<file path="src/rtl/dacfe_pkg.sv">
package dacfe_pkg;

  localparam int unsigned CODE_W_DEFAULT = 12;
  localparam int unsigned SYNC_DEFAULT   = 2;

  typedef enum logic [1:0] {
    BUS_IDLE  = 2'd0,
    BUS_WRITE = 2'd1,
    BUS_READ  = 2'd2
  } bus_op_e;

  function automatic bus_op_e decode_op(input logic cs_n, input logic rw);
    if (cs_n)    return BUS_IDLE;
    else if (rw) return BUS_READ;
    else         return BUS_WRITE;
  endfunction

endpackage

</file>
<file path="src/rtl/dacfe_rst_sync.sv">
module dacfe_rst_sync #(
  parameter int unsigned STAGES = 2
) (
  input  logic clk,
  input  logic arst_n,
  output logic srst_n
);

  logic [STAGES-1:0] chain_q;

  generate
    for (genvar i = 0; i < STAGES; i++) begin : g_stage
      if (i == 0) begin : g_first
        always_ff @(posedge clk or negedge arst_n) begin
          if (!arst_n) chain_q[0] <= 1'b0;
          else         chain_q[0] <= 1'b1;
        end
      end else begin : g_next
        always_ff @(posedge clk or negedge arst_n) begin
          if (!arst_n) chain_q[i] <= 1'b0;
          else         chain_q[i] <= chain_q[i-1];
        end
      end
    end
  endgenerate

  assign srst_n = chain_q[STAGES-1];

endmodule

</file>
<file path="src/rtl/dacfe_pin_sync.sv">
module dacfe_pin_sync #(
  parameter int unsigned        W       = 15,
  parameter int unsigned        STAGES  = 2,
  parameter logic [W-1:0]       RST_VAL = '0
) (
  input  logic         clk,
  input  logic         rst_n,
  input  logic [W-1:0] pins,
  output logic [W-1:0] pins_s
);

  logic [W-1:0] stage_q [STAGES];

  generate
    for (genvar i = 0; i < STAGES; i++) begin : g_stage
      logic [W-1:0] stage_d;
      if (i == 0) begin : g_src_pin
        assign stage_d = pins;
      end else begin : g_src_prev
        assign stage_d = stage_q[i-1];
      end
      always_ff @(posedge clk or negedge rst_n) begin
        if (!rst_n) stage_q[i] <= RST_VAL;
        else        stage_q[i] <= stage_d;
      end
    end
  endgenerate

  assign pins_s = stage_q[STAGES-1];

endmodule

</file>
<file path="src/rtl/dacfe_input_reg.sv">
module dacfe_input_reg
  import dacfe_pkg::*;
#(
  parameter int unsigned CODE_W = CODE_W_DEFAULT
) (
  input  logic              clk,
  input  logic              rst_n,
  input  bus_op_e           op,
  input  logic [CODE_W-1:0] bus_d,
  output logic [CODE_W-1:0] stage_q,
  output logic              bus_oe,
  output logic [CODE_W-1:0] bus_out
);

  logic              wr_en;
  logic [CODE_W-1:0] stage_d;

  always_comb begin
    wr_en   = (op == BUS_WRITE);
    stage_d = stage_q;
    if (wr_en) stage_d = bus_d;
  end

  always_ff @(posedge clk or negedge rst_n) begin
    if (!rst_n) stage_q <= '0;
    else        stage_q <= stage_d;
  end

  always_comb begin
    bus_oe  = (op == BUS_READ);
    bus_out = bus_oe ? stage_q : '0;
  end

  AST_WRITE_CAPTURES: assert property (@(posedge clk) disable iff (!rst_n)
    wr_en |=> (stage_q == $past(bus_d)));

  AST_READ_KEEPS_STAGE: assert property (@(posedge clk) disable iff (!rst_n)
    bus_oe |=> $stable(stage_q));

  AST_NO_DRIVE_ON_WRITE: assert property (@(posedge clk) disable iff (!rst_n)
    wr_en |-> !bus_oe);

endmodule

</file>
<file path="src/rtl/dacfe_code_latch.sv">
module dacfe_code_latch
  import dacfe_pkg::*;
#(
  parameter int unsigned CODE_W = CODE_W_DEFAULT
) (
  input  logic              clk,
  input  logic              rst_n,
  input  logic              clr_rst_n,
  input  logic              load_n_s,
  input  logic [CODE_W-1:0] stage_q,
  output logic [CODE_W-1:0] code_q,
  output logic              code_changed
);

  logic [CODE_W-1:0] code_d;
  logic              load_en;
  logic [CODE_W-1:0] prev_q;

  always_comb begin
    load_en = !load_n_s;
    code_d  = code_q;
    if (load_en) code_d = stage_q;
  end

  always_ff @(posedge clk or negedge clr_rst_n) begin
    if (!clr_rst_n) code_q <= '0;
    else            code_q <= code_d;
  end

  always_ff @(posedge clk or negedge rst_n) begin
    if (!rst_n) prev_q <= '0;
    else        prev_q <= code_q;
  end

  assign code_changed = (prev_q != code_q);

  AST_FOLLOW_WHEN_OPEN: assert property (@(posedge clk) disable iff (!clr_rst_n)
    !load_n_s |=> (code_q == $past(stage_q)));

  AST_HOLD_WHEN_SHUT: assert property (@(posedge clk) disable iff (!clr_rst_n)
    load_n_s |=> $stable(code_q));

  AST_CLEAR_ZERO: assert property (@(posedge clk) disable iff (!rst_n)
    !clr_rst_n |-> (code_q == '0));

  AST_FLAG_MEANS_CHANGE: assert property (@(posedge clk) disable iff (!rst_n)
    code_changed |-> (code_q != $past(code_q)));

endmodule

</file>
<file path="src/rtl/dac_parallel_frontend.sv">
module dac_parallel_frontend
  import dacfe_pkg::*;
#(
  parameter int unsigned CODE_W      = CODE_W_DEFAULT,
  parameter int unsigned SYNC_STAGES = SYNC_DEFAULT
) (
  input  logic              clk,
  input  logic              rst_n,
  input  logic              cs_n,
  input  logic              rw,
  input  logic              load_n,
  input  logic              clr_n,
  input  logic [CODE_W-1:0] bus_in,
  output logic [CODE_W-1:0] bus_out,
  output logic              bus_oe,
  output logic [CODE_W-1:0] dac_code,
  output logic              code_changed
);

  localparam int unsigned PIN_W = CODE_W + 3;
  localparam logic [PIN_W-1:0] PIN_IDLE = {3'b111, {CODE_W{1'b0}}};

  logic              sys_rst_n;
  logic              clr_src_n;
  logic              clr_rst_n;
  logic [PIN_W-1:0]  pins_raw;
  logic [PIN_W-1:0]  pins_s;
  logic              cs_n_s;
  logic              rw_s;
  logic              load_n_s;
  logic [CODE_W-1:0] bus_s;
  bus_op_e           op;
  logic [CODE_W-1:0] stage_q;

  dacfe_rst_sync #(.STAGES(SYNC_STAGES)) u_sys_rst (
    .clk    (clk),
    .arst_n (rst_n),
    .srst_n (sys_rst_n)
  );

  assign clr_src_n = rst_n & clr_n;

  dacfe_rst_sync #(.STAGES(SYNC_STAGES)) u_clr_rst (
    .clk    (clk),
    .arst_n (clr_src_n),
    .srst_n (clr_rst_n)
  );

  assign pins_raw = {cs_n, rw, load_n, bus_in};

  dacfe_pin_sync #(
    .W       (PIN_W),
    .STAGES  (SYNC_STAGES),
    .RST_VAL (PIN_IDLE)
  ) u_pins (
    .clk    (clk),
    .rst_n  (sys_rst_n),
    .pins   (pins_raw),
    .pins_s (pins_s)
  );

  always_comb begin
    cs_n_s   = pins_s[CODE_W+2];
    rw_s     = pins_s[CODE_W+1];
    load_n_s = pins_s[CODE_W];
    bus_s    = pins_s[CODE_W-1:0];
    op       = decode_op(cs_n_s, rw_s);
  end

  dacfe_input_reg #(.CODE_W(CODE_W)) u_stage (
    .clk     (clk),
    .rst_n   (sys_rst_n),
    .op      (op),
    .bus_d   (bus_s),
    .stage_q (stage_q),
    .bus_oe  (bus_oe),
    .bus_out (bus_out)
  );

  dacfe_code_latch #(.CODE_W(CODE_W)) u_code (
    .clk          (clk),
    .rst_n        (sys_rst_n),
    .clr_rst_n    (clr_rst_n),
    .load_n_s     (load_n_s),
    .stage_q      (stage_q),
    .code_q       (dac_code),
    .code_changed (code_changed)
  );

  AST_CLEAR_SPARES_STAGE: assert property (@(posedge clk) disable iff (!sys_rst_n)
    (!clr_rst_n && op != BUS_WRITE) |=> $stable(stage_q));

  AST_RESET_IDLE_BUS: assert property (@(posedge clk)
    !sys_rst_n |-> (!bus_oe && stage_q == '0));

endmodule

</file>
<file path="config.mk">
export PLATFORM = sky130hd
export DESIGN_NAME = dac_parallel_frontend
export DESIGN_NICKNAME = d
export VERILOG_FILES = /design/src/rtl/dacfe_pkg.sv /design/src/rtl/dacfe_rst_sync.sv /design/src/rtl/dacfe_pin_sync.sv /design/src/rtl/dacfe_input_reg.sv /design/src/rtl/dacfe_code_latch.sv /design/src/rtl/dac_parallel_frontend.sv
export SDC_FILE = /design/constraint.sdc
export NUM_CORES = 1
export LEC_CHECK = 0
export ABC_AREA = 1
export BUFFER_PORTS_ARGS = -buffer_cell sky130_fd_sc_hd__buf_2
export CAP_MARGIN = 0
export CORE_MARGIN = 2
export CORE_UTILIZATION = 50
export DETAILED_ROUTE_END_ITERATION = 7
export PLACE_DENSITY = 0.81
export SETUP_SLACK_MARGIN = 0.05
export SLEW_MARGIN = 5
export SYNTH_ARGS = -nofsm -noshare
export SYNTH_HDL_FRONTEND = slang
export SYNTH_HIERARCHICAL = 1
export SYNTH_SLANG_ARGS = --single-unit
</file>
<file path="constraint.sdc">
create_clock -name clk -period 2.36 [get_ports clk]
set_input_delay 0.354 -clock clk [delete_from_list [all_inputs] [get_ports clk]]
set_output_delay 0.354 -clock clk [all_outputs]
set_load 0.01 [all_outputs]
</file>
==> impl_metrics.toml <==
[outcome]
status = "complete, no violations"

[timing]
final.setup_skew_ns = 0.00581
timing.max_slew.rel_slack_pct = 60.7
period_share_pct = 85.2
period_needed_ns = 2.01
rsz0062_at_grt = "no"
finalSetupTns_ns = 0
finalMaxSlewViolations = 0
setup_viol = 0
worst_pin_slew_ns = 0.589
hold_viol_final = 0
fmax_ghz = 0.497
fin_hold_ws_ns = 0.119

[die]
core-area_um2 = 4720
initial_utilization_pct = 52.1
die_area_um2 = 5500
ioPinCount = 44
die_y_um = 74.2
die_x_um = 74.2
fp-row-count = 25

[route]
via_per_inst = 4.32
postRouteAntennaNets = 0
wl_um = 3680
post_drt_wl_per_cell_um = 10.7
firstDrtPassIters = 4
drt-initial-drc-count = 115
dr_total_vias = 1490
drc = 0

[synth]
synthFlopType = "dfrtp_1"
yosys_warnings = 6
yosys_register_bits = 70
syn-cell-area_um2 = 2460
syn_avg_cell_area_um2 = 11.1
synth_seq_area_share_pct = 71.4
async_flop_share_pct = 100
synth_fp_nets = 240
synth_cell_type_count = 14
netlist_instances = 222
synth_edf_count = 0

[global_routing]
grt_pass1_wl_um = 6520
met2_usage_pct = 26.3
antenna_found_initial = 0
top_usage_layer = "met2"
grt_use_met1_pct = 19.7
grt-ovfl-total = 0
use_met3_pct = 7.32
grt_pass1_vias = 1446
grt_usage_pct = 16.8
grt_max_degree = 31

[worst_setup_path]
critPathArrivalTime_ns = 1.66
worstPathRequired_ns = 2.01
cpPeakStageDelay_ns = 0.40
path_max_fanout = 14
worstPathCellList = "nor2_2 > inv_1 > nand2_2 > nor2_1 > buf_2"
critical_path_class = "reg2out"
startpoint_type = "flip-flop"
endpoint_kind = "output pin"
crit_slowest_cell = "nor2_2"

[cells_and_area]
nFillCells = 408
diodes = 0
final_layout_size_suffix_gt1_share_pct = 25.9
area_delta_synth_final_pct = 18.2
final_common_cell = "dfrtp_1"
nNetsFinal = 292
final_cell_mix = "63 x dfrtp_1, 55 x nand2_1, 43 x buf_2, 33 x inv_1, 23 x nor2_1"

[min_path]
hold_class = "in2reg"

[pwr]
cellLeakagePower_nw = 1.57
ir_worst_vdd_mv = 0.495
p_total_mw = 2.53
pwr_density_cell_nw_per_um2 = 869

[placed_design]
portBuffers = 43
dp_hpwl_um = 2710
globalplace.congestion = 0.735

[clock_tree]
cts_tree = "done"
cts_buffers = 9
clk_pin_slew_ns = 0.06
clockBufferDepth = 2
clock-sinks = 70
cts_max_level = 3
insertion_delay_ns = 0.33
cts_root_buf = "clkbuf_8"

[run]
cap_violations = 0
layer usage:
layer	routed length, um	share of wire, %	vias to the layer above
met5	0	0	-
met4	88	2.4	0
met3	177	4.8	8
met2	1880	51	34
met1	1530	42	686
li1	-	-	762
cells by family after synthesis:
logic type / Yosys count / share of synthesized area, %
DFF: 70 / 71.4
muxes: 4 / 2.44
other: 2 / 0.305
and+or+nand+nor: 95 / 15.4
buffers and inverters: 39 / 7.32
AOI/OAI and AO/OA: 8 / 1.63
xor gates and xnor gates: 4 / 1.42
sequential cells by signal, summed over array words and instances, names as in the netlist:
signal                  cells
u_clr_rst/chain_q           1
u_clr_rst/srst_n            1
u_code/code_q              12
u_code/prev_q              12
u_pins/g_stage.stage_d     15
u_pins/pins_s              15
u_stage/stage_q            12
u_sys_rst/chain_q           1
u_sys_rst/srst_n            1
worst paths after layout:
kind,start,slack [ns],cells after the start,to
max,u_pins/pins_s[13],0.35,5,bus_out[0]
min,cs_n,0.12,1,u_pins/g_stage[1].stage_d[14]
max reg2reg,u_pins/pins_s[14],0.99,5,u_stage/stage_q[5]
min reg2reg,u_clr_rst/srst_n,0.18,0,u_code/code_q[6]
max in group asynchronous,u_sys_rst/srst_n,1.42,1,u_pins/g_stage[1].stage_d[14]
min in group asynchronous,u_clr_rst/srst_n,0.18,0,u_code/code_q[6]
timing repair:
action	4_1_cts	5_1_grt
buffers inserted	0	0
resized for setup	0	1
endpoints found under the setup margin	0	13
hold buffers	2	0
hold endpoints to repair	4	0
cell usage after synthesis (3+ instances only):
master / instances / area (um2)
nor2_1: 24 / 90.1
nand3_1: 13 / 65.1
a21oi_1: 8 / 40.0
buf_6: 3 / 33.8
dfstp_2: 6 / 158
dfrtp_1: 64 / 1600
xnor2_1: 4 / 35.0
buf_4: 3 / 22.5
inv_1: 33 / 124
mux2_4: 4 / 60.1
nand2_1: 55 / 206
stage by stage:
| step | cell area [um2] | worst slack (ns) | util, % | std cells |
|---|---|---|---|---|
| floorplan | 2460 | 0.696 | - | 222 |
| global placement | 2720 | 0.505 | 57.6 | 328 |
| detailed placement | 2720 | 0.443 | 57.6 | 328 |
| CTS | 2910 | 0.0721 | 61.6 | 345 |
| global route | 2910 | 0.147 | 61.6 | 345 |
| finish | 2910 | 0.350 | 61.6 | 345 |
area by class of cell:
type | instances | area [um2] | area share, %
Clock buffer | 14 | 163 | 5.59
Clock inverter | 1 | 5.00 | 0.172
Inverter | 33 | 124 | 4.25
Multi-Input combinational cell | 113 | 526 | 18.0
Sequential cell | 70 | 1760 | 60.5
Tap cell | 67 | 83.8 | 2.88
Timing Repair Buffer | 47 | 250 | 8.59
power by group:
group / internal (mW) / switching, mW
Combinational: 0.134 / 0.152
Sequential: 1.33 / 0.103
Clock: 0.432 / 0.374
Total: 1.90 / 0.630
critical path: cells and delay by family (launching register included):
family | cells | cell delay [ns]
and+or+nand+nor | 3 | 0.70
DFF | 1 | 0.37
buffers and inverters | 2 | 0.26
Power figures use the tool's default switching activity.
